--- src/rtl/fail_sup_pkg.sv ---
package fail_sup_pkg;
  parameter int unsigned DEF_STEP_W     = 4;
  parameter int unsigned DEF_WAIT_LIMIT = 32;
  parameter int unsigned DEF_IGN_LEN    = 32;
  parameter int unsigned DEF_ADDR_W     = 12;
  parameter int unsigned DEF_TRAP_VEC   = 16;
endpackage

--- src/rtl/fail_wait_wdog.sv ---
module fail_wait_wdog #(
  parameter int unsigned WAIT_LIMIT = 32,
  parameter int unsigned IGN_LEN    = 32
) (
  input  logic clk,
  input  logic rst_n,
  input  logic wait_in,
  output logic timeout,
  output logic ignoring,
  output logic wait_eff
);
  localparam int unsigned CNT_W = (WAIT_LIMIT > 1) ? $clog2(WAIT_LIMIT) : 1;
  localparam int unsigned IGN_W = (IGN_LEN > 1) ? $clog2(IGN_LEN) : 1;
  localparam logic [CNT_W-1:0] CNT_LAST = CNT_W'(WAIT_LIMIT - 1);
  localparam logic [IGN_W-1:0] IGN_LAST = IGN_W'(IGN_LEN - 1);

  logic [CNT_W-1:0] cnt_q, cnt_d;
  logic [IGN_W-1:0] ign_cnt_q, ign_cnt_d;
  logic             ign_q, ign_d;
  logic             cnt_en, ign_en;

  always_comb begin
    timeout   = !ign_q && wait_in && (cnt_q == CNT_LAST);
    cnt_en    = 1'b1;
    if (ign_q || !wait_in || timeout) begin
      cnt_d = '0;
    end else begin
      cnt_d = cnt_q + 1'b1;
    end
    ign_en    = timeout || ign_q;
    ign_d     = ign_q;
    ign_cnt_d = ign_cnt_q;
    if (timeout) begin
      ign_d     = 1'b1;
      ign_cnt_d = '0;
    end else if (ign_q) begin
      if (ign_cnt_q == IGN_LAST) begin
        ign_d     = 1'b0;
        ign_cnt_d = '0;
      end else begin
        ign_cnt_d = ign_cnt_q + 1'b1;
      end
    end
  end

  always_ff @(posedge clk or negedge rst_n) begin
    if (!rst_n) begin
      cnt_q     <= '0;
      ign_q     <= 1'b0;
      ign_cnt_q <= '0;
    end else begin
      if (cnt_en) cnt_q <= cnt_d;
      if (ign_en) begin
        ign_q     <= ign_d;
        ign_cnt_q <= ign_cnt_d;
      end
    end
  end

  assign ignoring = ign_q;
  assign wait_eff = wait_in && !ign_q;
endmodule

--- src/rtl/fail_trap_ctl.sv ---
module fail_trap_ctl (
  input  logic clk,
  input  logic rst_n,
  input  logic fail_evt,
  input  logic clr_btn,
  input  logic te_set,
  input  logic te_clr,
  input  logic trap_sw,
  input  logic hof_sw,
  input  logic trap_ack,
  output logic fail_q,
  output logic te_q,
  output logic req_q
);
  logic fail_d, te_d, req_d, take, gate;
  logic te_en;

  always_comb begin
    take   = req_q && trap_ack;
    gate   = te_q && trap_sw && !hof_sw;
    fail_d = fail_evt || (fail_q && !clr_btn && !take);
    te_en  = te_set || te_clr;
    te_d   = te_clr ? 1'b0 : 1'b1;
    req_d  = (fail_evt && gate) || (req_q && !trap_ack);
  end

  always_ff @(posedge clk or negedge rst_n) begin
    if (!rst_n) begin
      fail_q <= 1'b0;
      te_q   <= 1'b0;
      req_q  <= 1'b0;
    end else begin
      fail_q <= fail_d;
      if (te_en) te_q <= te_d;
      req_q  <= req_d;
    end
  end
endmodule

--- src/rtl/fail_supervisor.sv ---
module fail_supervisor
  import fail_sup_pkg::*;
#(
  parameter int unsigned STEP_W     = DEF_STEP_W,
  parameter int unsigned WAIT_LIMIT = DEF_WAIT_LIMIT,
  parameter int unsigned IGN_LEN    = DEF_IGN_LEN,
  parameter int unsigned ADDR_W     = DEF_ADDR_W,
  parameter int unsigned TRAP_VEC   = DEF_TRAP_VEC
) (
  input  logic              clk,
  input  logic              rst_n,
  input  logic [STEP_W-1:0] step_cnt,
  input  logic              wait_in,
  input  logic              clr_btn,
  input  logic              te_set,
  input  logic              te_clr,
  input  logic              trap_sw,
  input  logic              hof_sw,
  input  logic              trap_ack,
  output logic              fail_lamp,
  output logic              wait_release,
  output logic              wait_eff,
  output logic              trap_req,
  output logic [ADDR_W-1:0] trap_vec
);
  localparam int unsigned STEP_MSB = STEP_W - 1;

  logic rst_meta, rst_sync_n;
  logic invalid_op, wd_timeout, fail_evt;
  logic te_unused;

  always_ff @(posedge clk or negedge rst_n) begin
    if (!rst_n) begin
      rst_meta   <= 1'b0;
      rst_sync_n <= 1'b0;
    end else begin
      rst_meta   <= 1'b1;
      rst_sync_n <= rst_meta;
    end
  end

  assign invalid_op = step_cnt[STEP_MSB];
  assign fail_evt   = invalid_op || wd_timeout;

  fail_wait_wdog #(
    .WAIT_LIMIT(WAIT_LIMIT),
    .IGN_LEN   (IGN_LEN)
  ) i_wdog (
    .clk     (clk),
    .rst_n   (rst_sync_n),
    .wait_in (wait_in),
    .timeout (wd_timeout),
    .ignoring(wait_release),
    .wait_eff(wait_eff)
  );

  fail_trap_ctl i_trap (
    .clk     (clk),
    .rst_n   (rst_sync_n),
    .fail_evt(fail_evt),
    .clr_btn (clr_btn),
    .te_set  (te_set),
    .te_clr  (te_clr),
    .trap_sw (trap_sw),
    .hof_sw  (hof_sw),
    .trap_ack(trap_ack),
    .fail_q  (fail_lamp),
    .te_q    (te_unused),
    .req_q   (trap_req)
  );

  assign trap_vec = ADDR_W'(TRAP_VEC);
endmodule

--- config.mk ---
export PLATFORM = sky130hd
export DESIGN_NAME = fail_supervisor
export DESIGN_NICKNAME = d
export VERILOG_FILES = /design/src/rtl/fail_sup_pkg.sv /design/src/rtl/fail_wait_wdog.sv /design/src/rtl/fail_trap_ctl.sv /design/src/rtl/fail_supervisor.sv
export SDC_FILE = /design/constraint.sdc
export NUM_CORES = 1
export LEC_CHECK = 0
export BUFFER_PORTS_ARGS = -buffer_cell sky130_fd_sc_hd__clkbuf_2
export CORE_MARGIN = 2
export CORE_UTILIZATION = 51
export CTS_BUF_LIST = sky130_fd_sc_hd__clkbuf_16
export DETAILED_ROUTE_END_ITERATION = 7
export MAX_ROUTING_LAYER = met4
export PLACE_DENSITY = 0.82
export SLEW_MARGIN = 20
export SYNTH_ARGS = -nofsm -noshare
export SYNTH_HDL_FRONTEND = slang
export SYNTH_SLANG_ARGS = --single-unit
--- constraint.sdc ---
create_clock -name clk -period 0.9 [get_ports clk]
set_input_delay 0.045 -clock clk [delete_from_list [all_inputs] [get_ports clk]]
set_output_delay 0.045 -clock clk [all_outputs]
set_load 0.03 [all_outputs]
# Word level (Yosys, flattened, before mapping)
# Cells that the tools add are included.
[op_classes]
n_addsub = 2
eq_ne = 2
muxes = 8
n_reduce_logical = 24
[ops]
columns = ["op", "n"]
rows = [
  ["2-to-1 mux 5 bit", 4],
  ["adder 5 x 1 -> 5 bit, second input constant", 2],
  ["== test 5 bit, second input constant", 2],
  ["logical AND 1 bit", 9],
  ["logical OR 1 bit", 7],
  ["logical NOT 1 bit", 6],
  ["2-to-1 mux 1 bit", 4],
  ["AND reduction 2 bit", 1],
  ["nonzero test 2 bit", 1],
]
[word_totals]
register_bits = 16
output_inout_bits = 16
wordCells = 44

# Logic depth before layout (Yosys ltp)
[depth]
word_depth = 6
depth_mapped = 6

# Modules after synthesis
# A second synthesis with hierarchy kept.
[unflattened]
cells_unflattened = 80
hier_area_um2 = 805.8
[by_module_without_submodules]
columns = ["module", "instances", "cells_per_inst", "area_each_um2", "seq_area_each_um2"]
rows = [
  ["fail_wait_wdog", 1, 52, 535.5, 275.3],
  ["fail_supervisor", 1, 17, 153.9, 50.0],
  ["fail_trap_ctl", 1, 11, 116.4, 75.1],
]

# Worst setup path after synthesis
# Ideal clock, no wire load.
[synth_timing]
kind = "reg-to-reg"
start = "register i_wdog.ign_cnt_q[0]"
end = "register i_wdog.ign_cnt_q[3]"
setup_time_ns = 0.068
arrival_ns = 1.487
t_required_ns = 0.832
slack_ns = -0.655
stages_incl_launch_ff = 7
n_path_buf = 0
path_cell_list = "dfrtp_1 > ha_1 > and3_1 > ha_1 > nand2b_1 > or3_1 > nand3_1"
[synth_via]
elab_chain_cells = 4
elab_cells_between_ends = 5
cone_classes = "add/sub (1); eq/ne (1); mux (3)"
[synth_rtl]
columns = ["item", "line_no", "source"]
rows = [
  ["start, declared", "fail_wait_wdog.sv:18", "logic [IGN_W-1:0] ign_cnt_q, ign_cnt_d;"],
  ["start signal, assigned", "fail_wait_wdog.sv:55", "ign_cnt_q <= ign_cnt_d;"],
  ["adder 5 x 1 -> 5 bit / == test 5 bit (equally long branches)", "fail_wait_wdog.sv:41, fail_wait_wdog.sv:37", ""],
  ["2-to-1 mux 5 bit (*)", "fail_wait_wdog.sv:37", "if (ign_cnt_q == IGN_LAST) begin"],
  ["2-to-1 mux 5 bit (*)", "fail_wait_wdog.sv:36", "end else if (ign_q) begin"],
  ["2-to-1 mux 5 bit (*)", "fail_wait_wdog.sv:33", "if (timeout) begin"],
]
# Every way passes the cells marked *; elsewhere a longest branch is shown, timed or not. The select of a mux whose other input is x is not followed.
# A chain may end at the register's enable or synchronous reset.

# Worst setup path in the final report
[layout_timing]
start = "register i_wdog.ign_cnt_q[1]"
end = "register i_wdog.ign_cnt_q[3]"
# The elaborated chain is that of the path after synthesis.

==> results_dict.tcl <==
set metrics [dict create \
    fin_ws_ns -0.559 \
    postRouteAntennaNets 0 \
    syn_to_final_growth_pct 52.3 \
    cts.sinks 16 \
    fin_crit_sh_pct 162 \
    netlist_area_um2 805 \
    initial_utilization_pct 54.0 \
    highest_layer "met4" \
    fp-row-count 14 \
    dpl.hpwl_um 1160 \
    report.final.slew_viol_count 0 \
    setup_viol 15 \
    viasPerCell 4.73 \
    n_fill_cell 85 \
    num-nets-final 134 \
    die_w_um 43.7 \
    finalClockSkew_ns 0.000789 \
    grt_setup_unrepaired "yes" \
    synth_compound_area_share_pct 6.38 \
    fin_util_pct 82.3 \
    cts_tree "built" \
    core_area_um2 1490 \
    synth_top_flop_cell "dfrtp_1" \
    max_freq_mhz 685 \
    grt_first_pass_wirelength_um 2590 \
    numCtsBuffers 3 \
    dieArea_um2 1910 \
    p_leak_uw 0.000616 \
    synth_top_cells_by_area "dfrtp_1 (50%), buf_4 (11%), ha_1 (6.2%)" \
    ios 29 \
    synth_cell_type_count 22 \
    arrival_ns 1.64 \
    synth_top_family_by_area "simple AND/OR/NAND/NOR gates" \
    netlist_top_cells_count "dfrtp_1 (16), buf_4 (12), nand2_1 (11)" \
    avgSynthCellArea_um2 10.2 \
    synth_edf_count 0 \
    numPortBuffers 13 \
    fp.dieH_um 43.7 \
    ctsRootBufferMaster "clkbuf_16" \
    cp-start-kind "flip-flop" \
    yosys.area_share.xor_xnor_pct 2.18 \
    drc 0 \
    synthArstFlopShare_pct 100 \
    worstPathCellList "ha_2 > and3_4 > ha_4 > nand2b_4 > or3_4 > nand3_2" \
    yosys.area_share.simple_pct 21.5 \
    cts.clk_slew.worst_paths_ns 0.05 \
    slowest_delay_ns 0.38 \
    ys_seq_area_share_pct 49.8 \
    wl_met3_um 57 \
    maxCapViolCount 0 \
    min_period_ns 1.46 \
    clock_latency_ns 0.25 \
    synthMuxAreaShare_pct 0 \
    grt_usage_pct 20.0 \
    yosysTopAreaCellShare_pct 49.8 \
    timing_hold_violations_final 0 \
    wl_met2_um 958 \
    cp_num_buf_inv 0 \
    outcome "finished with violations" \
    cp_top_family "simple AND/OR/NAND/NOR gates" \
    grt_max_degree 15 \
    cts_max_path_buffers 2 \
    grt_pass1_vias 594 \
    wl_per_cell_um 13.6 \
    htreeDepth 1 \
    critPathSlowestCell "dfrtp_1" \
    synthMostInstantiatedCell "dfrtp_1" \
    synthAdderAreaFrac_pct 6.22 \
    postRouteWirelength_um 1790 \
    layout-drive-gt1-share_pct 51.7 \
    fin_setup_tns_ns -5.29 \
    yosysWarnings 0 \
    synth.ff_latch_count 16 \
    antenna_found_initial 0 \
    p_per_area_nw_per_um2 1520 \
    num_vias 624 \
    routabilityCongestion 0.837 \
    cp_max_fo 2 \
    grt_overflow_total 0 \
    drt-initial-drc-count 7 \
    path_class "flip-flop to flip-flop" \
    failed_checks "setup timing" \
    netlist_instances 79 \
    end_kind "flip-flop" \
    hp-class "input pin to flip-flop" \
    vdd_drop_max_uv 1390 \
    synth_top_area_cell "dfrtp_1" \
    wl_met1_um 737 \
    crit_required_ns 1.08 \
    first_pass_iters 3 \
    antennaDiodeCount 0 \
]
[layout make-up]
class / instances / area, µm² / area share, %
timing repair buffer: 35 / 263 / 21.5
multi-input combinational: 60 / 458 / 37.4
inverter: 1 / 3.75 / 0.306
sequential: 16 / 402 / 32.8
clock inverter: 1 / 3.75 / 0.306
clock buffer: 3 / 75.1 / 6.13
tap: 16 / 20.0 / 1.63
[sequential cells by signal, indices dropped and copies added, names as in the netlist]
register          count
rst_sync_n            1
i_wdog.ignoring       1
i_wdog.ign_cnt_q      5
i_trap.fail_q         1
i_wdog.cnt_q          5
rst_meta              1
i_trap.req_q          1
i_trap.te_q           1
[stage by stage]
| step | area, µm² | power [µW] | std cells | setup WS, ns | hold WS, ns |
|---|---|---|---|---|---|
| 6_report | 1220 | 1860 | 132 | -0.559 | 0.00491 |
| 5_1_grt | 1220 | 1920 | 132 | -0.595 | 0.00546 |
| 4_1_cts | 1170 | 1850 | 128 | -0.549 | 0.00550 |
| 3_5_place_dp | 983 | 962 | 118 | -0.553 | -0.165 |
| 3_3_place_gp | 983 | 957 | 118 | -0.497 | -0.170 |
| 2_1_floorplan | 910 | 939 | 90 | -0.514 | -0.251 |
[path summary, 6_finish.rpt]
path                                     start                   to  slack, ns  cells past startpoint
min in group asynchronous                rst_n           rst_sync_n       0.12                      2
hold / removal                          hof_sw         i_trap.req_q      0.005                      2
hold reg to reg                     rst_sync_n      i_wdog.cnt_q[4]       0.17                      1
setup reg to reg           i_wdog.ign_cnt_q[1]  i_wdog.ign_cnt_q[3]      -0.56                      6
setup / recovery           i_wdog.ign_cnt_q[1]  i_wdog.ign_cnt_q[3]      -0.56                      6
max in group asynchronous           rst_sync_n      i_wdog.ignoring       0.55                      1
[power by group]
part           total (µW)  internal (µW)  switching [µW]
Clock                 863            589             273
Sequential            758            745            13.1
Combinational         237           89.7             148
Total                1860           1420             434
[logic make-up after synthesis]
family / count (synthesis)
AO/OA/AOI/OAI: 8
XOR/XNOR: 2
other: 2
buffers and inverters: 14
flip-flops: 16
adder cells (fa/ha/maj): 4
AND/OR/NAND/NOR: 33
[per-layer routing]
layer	vias to the layer above	global-route usage, %
met2	16	31.5
met1	295	24.0
li1	307	-
met4	0	9.09
met5	-	-
met3	6	5.00
[timing repair]
action	in CTS	in global routing
setup buffers	4	4
endpoints found under the setup margin	15	15
resized for setup	17	8
endpoints found under the hold margin	3	0
hold buffers	2	0
pin swaps	6	4
[worst register-to-register path, cell delays in order, from the launching register on]
cell	delay, ns
dfrtp_1	0.38
ha_2	0.19
and3_4	0.16
ha_4	0.15
nand2b_4	0.13
or3_4	0.32
nand3_2	0.06
[placed cells by master, fill, tap and decap left out, drive strengths merged, types with 2 or more instances in the layout]
cell type,Yosys,layout
ha,4,4
dfrtp,16,16
nor2,5,5
nor2b,3,3
a21oi,2,2
conb,2,13
dlygate4sd3,0,2
and2,2,2
nand3b,2,2
and3,2,2
nand2,11,11
nand2b,2,2
nand3,4,4
o21ai,5,5
buf,13,22
clkbuf,0,14
(Power assumes the default switching activity.)
